File: src/rtl/vic_wake.sv
module vic_wake #(
  parameter int PORT_W  = 8,
  parameter int NTMR    = 4,
  parameter int NCMP    = 4,
  parameter int DW      = 8,
  parameter int VW      = 10,
  parameter int COM_VEC = 'h3FE,
  parameter int IR_VEC  = 'h3FC,
  parameter int TMR_VEC = 'h3FA,
  parameter int CMP_VEC = 'h3F2
) (
  input  logic                   clk,
  input  logic                   rst_n,
  input  logic [NTMR-1:0]        tmr_ovf,
  input  logic [NCMP-1:0]        cmp_chg,
  input  logic                   ext_evt,
  input  logic                   ir_evt,
  input  logic [PORT_W-1:0]      port_pins,
  input  logic                   port_rd,
  input  logic                   flag_wr,
  input  logic [NTMR+NCMP+2:0]   flag_wdata,
  input  logic                   mask_wr,
  input  logic [NTMR+NCMP+2:0]   mask_wdata,
  output logic [NTMR+NCMP+2:0]   status_rd,
  input  logic                   eni,
  input  logic                   disi,
  input  logic                   reti,
  input  logic                   sleeping,
  input  logic [DW-1:0]          acc_i,
  input  logic [DW-1:0]          stat_i,
  output logic                   irq_take,
  output logic [VW-1:0]          irq_vector,
  output logic                   wake,
  output logic                   ctx_save,
  output logic                   ctx_restore,
  output logic [DW-1:0]          acc_rst,
  output logic [DW-1:0]          stat_rst
);
  localparam int NF  = NTMR + NCMP + 3;
  localparam int IRB = NF - 1;
  localparam int PCB = 1;

  logic [NF-1:0]     flags, mask, evt, pend;
  logic [PORT_W-1:0] pref;
  logic              gie;
  logic [DW-1:0]     acc_sh, stat_sh;
  logic [VW-1:0]     vec;

  assign evt = {ir_evt & mask[IRB], cmp_chg, tmr_ovf, |(port_pins ^ pref), ext_evt};
  assign pend = flags & mask;
  assign status_rd = pend;
  assign irq_take = gie & |pend;
  assign ctx_save = irq_take;
  assign ctx_restore = reti;
  assign wake = sleeping & pend[PCB];
  assign acc_rst = acc_sh;
  assign stat_rst = stat_sh;
  assign irq_vector = vec;

  always_ff @(posedge clk) begin
    if (!rst_n) begin
      flags <= '0;
      mask  <= '0;
      pref  <= '0;
      gie   <= 1'b0;
    end else begin
      flags <= (flag_wr ? flag_wdata : flags) | evt;
      if (mask_wr) mask <= mask_wdata;
      if (port_rd) pref <= port_pins;
      if (disi || irq_take) gie <= 1'b0;
      else if (eni || reti) gie <= 1'b1;
    end
  end

  always_ff @(posedge clk) begin
    if (!rst_n) begin
      acc_sh  <= '0;
      stat_sh <= '0;
    end else if (irq_take) begin
      acc_sh  <= acc_i;
      stat_sh <= stat_i;
    end
  end

  always_comb begin
    vec = VW'(IR_VEC);
    for (int i = NF - 1; i >= 0; i--) begin
      if (pend[i]) begin
        if (i < 2)              vec = VW'(COM_VEC);
        else if (i < 2 + NTMR)  vec = VW'(TMR_VEC - 2 * (i - 2));
        else if (i < IRB)       vec = VW'(CMP_VEC - 2 * (i - 2 - NTMR));
        else                    vec = VW'(IR_VEC);
      end
    end
  end
endmodule

File: config.mk
export PLATFORM = sky130hd
export DESIGN_NAME = vic_wake
export DESIGN_NICKNAME = d
export VERILOG_FILES = /design/src/rtl/vic_wake.sv
export SDC_FILE = /design/constraint.sdc
export NUM_CORES = 1
export LEC_CHECK = 0
export BUFFER_PORTS_ARGS = -buffer_cell sky130_fd_sc_hd__buf_2
export CORE_MARGIN = 3
export CORE_UTILIZATION = 41
export CTS_CLUSTER_SIZE = 10
export DETAILED_ROUTE_END_ITERATION = 10
export PLACE_DENSITY = 0.7
export RECOVER_POWER = 50
export SLEW_MARGIN = 25
export SYNTH_ARGS = -nofsm -noshare
export SYNTH_HDL_FRONTEND = slang
export SYNTH_SLANG_ARGS = --single-unit
File: constraint.sdc
create_clock -name clk -period 2 [get_ports clk]
set_input_delay 0.4 -clock clk [delete_from_list [all_inputs] [get_ports clk]]
set_output_delay 0.4 -clock clk [all_outputs]
set_load 0.02 [all_outputs]
==> metrics.txt <==
max cap viols=0; initial core utilization=43.1%; footprint of the multi-input gates=0.00152 mm^2; Synth Register Bits=47; critical path class=flop to output port; final net count=421; final instance area=0.00328 mm^2; GRT overflow=0; Mapped Cells=261; Vias/cell=5.21; Peak Freq=0.503 GHz; Sequential Power Share=49.2%; hpwl dp=4490 um; number of iterations in the first detailed-routing pass=4; Pwr Density=665 mW/mm^2; I/O Pins=106; dpl cells=418; P&R area growth vs syn=25.7%; CP Max Fanout=3; Yosys cell types=34; Worst Tran Pin Value=0.976 ns; Placement Cell Area=0.00314 mm^2; Residual DRC=0; post-synthesis sequential area ratio=36.0%; Reg area=953 um^2; Crit. End Element=output port; Sw Share=30.7%; RD Place Congestion=0.756; Req. time, crit path=1.60 ns; NetSw=670 uW; hold_sp=disi; final-report hold violation count=0; number of setup violations in the final report=0; warning count from the yosys run=0; CTS tree=done; FF-to-FF path depth=5; setup TNS=0 ns; buffers added on ports=99; max_slew headroom=34.9%; clk slew on worst S/H paths=0.09 ns; EDFF count, synth=0; Comb power frac=24.7%; RSZ-0062 raised after global routing=yes; CTS root buffer=clkbuf_8; most crowded layer after global routing=met2; Post-synth top flop=dfxtp_1; Clock Tree Buf Depth=2; clk_lat worst skew=0.30 ns; routing usage on met3=3.65%; cell-internal power=1.51 mW; WHS=0.265 ns; synthesized area=0.00261 mm^2; maximum VDD drop=0.000363 V; clock skew=0.00841 ns; Post-Place Setup Slack=0.204 ns; run status=completed; H-tree depth=2; R2R Path End=acc_rst[0]; clk sinks=47; Non-Filler Instances=432; share of cells above drive strength 1=45.7%; first-pass GRT wire length=10400 um; DIE WIDTH=85.8 um; crit path DAT=1.59 ns; Tcrit/Tclk final=99.4%; met1 Track Usage GR=22.9%; FP Rows=28; Worst setup endpoint=ctx_save; Filler cells=579; Placeable Area=0.00606 mm^2; final wirelength=6070 um; Final min period=1.99 ns; reg-to-reg slack, setup=0.35 ns; Die Footprint=0.00737 mm^2; worst r2r src=flags[8]; worst setup margin=0.0122 ns; number of global-route vias before repair=2235; crit path launch type=flop; ys async rst share=0%; Slew Limit Fails=0; Antenna Cells=0; syn avg cell area=10.0 um^2; Num CTS Buffers=5; Worst Hold Class=primary input to flop; leakage=1.49 nW; clock share of power=26.0%; met2 Use GR=28.6%; fin util=54.2%; GRT Overall Usage=17.4%; Via Count=2249; Worst Setup SP=mask[1]; largest net degree at the start of global routing=33; DR iter-0 viols=74; Antenna Nets Post-Route=0; initial antenna violation count=0; overall power=2.18 mW; DR WL/cell=14.1 um; die height=85.8 um
## power groups by stage
| stage | clock network, mW | logic [mW] | registers (mW) |
|---|---|---|---|
| after floorplan | 0 | 0.331 | 1.12 |
| after CTS | 0.586 | 0.549 | 1.07 |
| final | 0.569 | 0.540 | 1.07 |
| after global routing | 0.625 | 0.595 | 1.09 |
| after global placement | 0 | 0.524 | 1.09 |
| after detailed placement | 0 | 0.533 | 1.09 |
## placed cells by master (no fill, tap or decap), types with 3 or more instances in the layout
cell type and count:
nand2_1 7, o21a_1 9, nor2b_1 19, mux2i_1 21, inv_1 4, nand3_1 33, mux2_2 25, dfxtp_1 37
nand3b_1 16, a22oi_4 3, clkbuf_8 5, xnor2_1 7, o211ai_1 4, and2_1 6, buf_2 86, buf_4 10
clkbuf_1 12, dfxtp_2 10, conb_1 6, o211ai_2 13
## what timing repair did
action,CTS,global route
pin swaps,6,3
hold buffers,0,0
endpoints found under the setup margin,3,4
resized for setup,8,8
setup buffers,6,0
## how the worst min path moves through the flow
stage | endpoint | slack (ns) | depth (start not counted)
2_1_floorplan | flags[10] | 0.46 | 2
3_3_place_gp | flags[10] | 0.49 | 2
3_5_place_dp | flags[10] | 0.50 | 2
4_1_cts | gie | 0.25 | 2
5_1_grt | gie | 0.26 | 2
6_report | gie | 0.26 | 2
## worst max-delay path, stage by stage, from the launching register on
cell,delay [ns]
dfxtp_2,0.34
a22oi_4,0.23
nand4_4,0.13
o41a_1,0.42
buf_6,0.17
## sequential cells by signal (all words and copies together) (netlist names)
signal,cells
flags,11
mask,11
acc_rst,8
pref,8
stat_rst,8
gie,1
## synth_stat cells (3+ instances only)
cell | n | share of area [%]
o211ai_1 | 4 | 1.1
buf_1 | 3 | 0.43
clkbuf_1 | 12 | 1.7
o21a_1 | 9 | 2.6
o211ai_2 | 13 | 6.2
and2_1 | 7 | 1.7
inv_1 | 4 | 0.57
nand3_1 | 33 | 6.3
dfxtp_1 | 47 | 36
nor2b_1 | 19 | 4.5
nand3b_1 | 16 | 4.6
mux2i_1 | 21 | 8.0
mux2_2 | 25 | 11
nand2_1 | 7 | 1.0
xnor2_1 | 7 | 2.3
a22oi_4 | 3 | 2.4
buf_4 | 12 | 3.4
## cells by family (layout without fill, tap and decap cells)
kind of cell | after synthesis | count (layout) | share of synthesized area [%]
compound gates | 38 | 38 | 15.4
buf+inv | 32 | 124 | 6.37
mux | 46 | 46 | 18.8
simple gates | 88 | 88 | 20.5
other cells | 2 | 6 | 0.287
xor+xnor | 8 | 8 | 2.68
flops | 47 | 47 | 36.0
## layout make-up
class | instances | share of cell area, %
sequential | 47 | 29.0
multi-input combinational | 186 | 46.4
timing repair buffer | 112 | 18.7
clock buffer | 6 | 2.21
inverter | 4 | 0.457
tap | 75 | 2.86
clock inverter | 2 | 0.381
## layer usage
| metal | share of wire [%] | up-vias |
|---|---|---|
| met4 | 0.94 | 0 |
| met2 | 48 | 67 |
| li1 | - | 1112 |
| met5 | 0 | - |
| met1 | 44 | 1063 |
| met3 | 6.7 | 7 |
No activity file was read; power rests on OpenSTA's default activity.
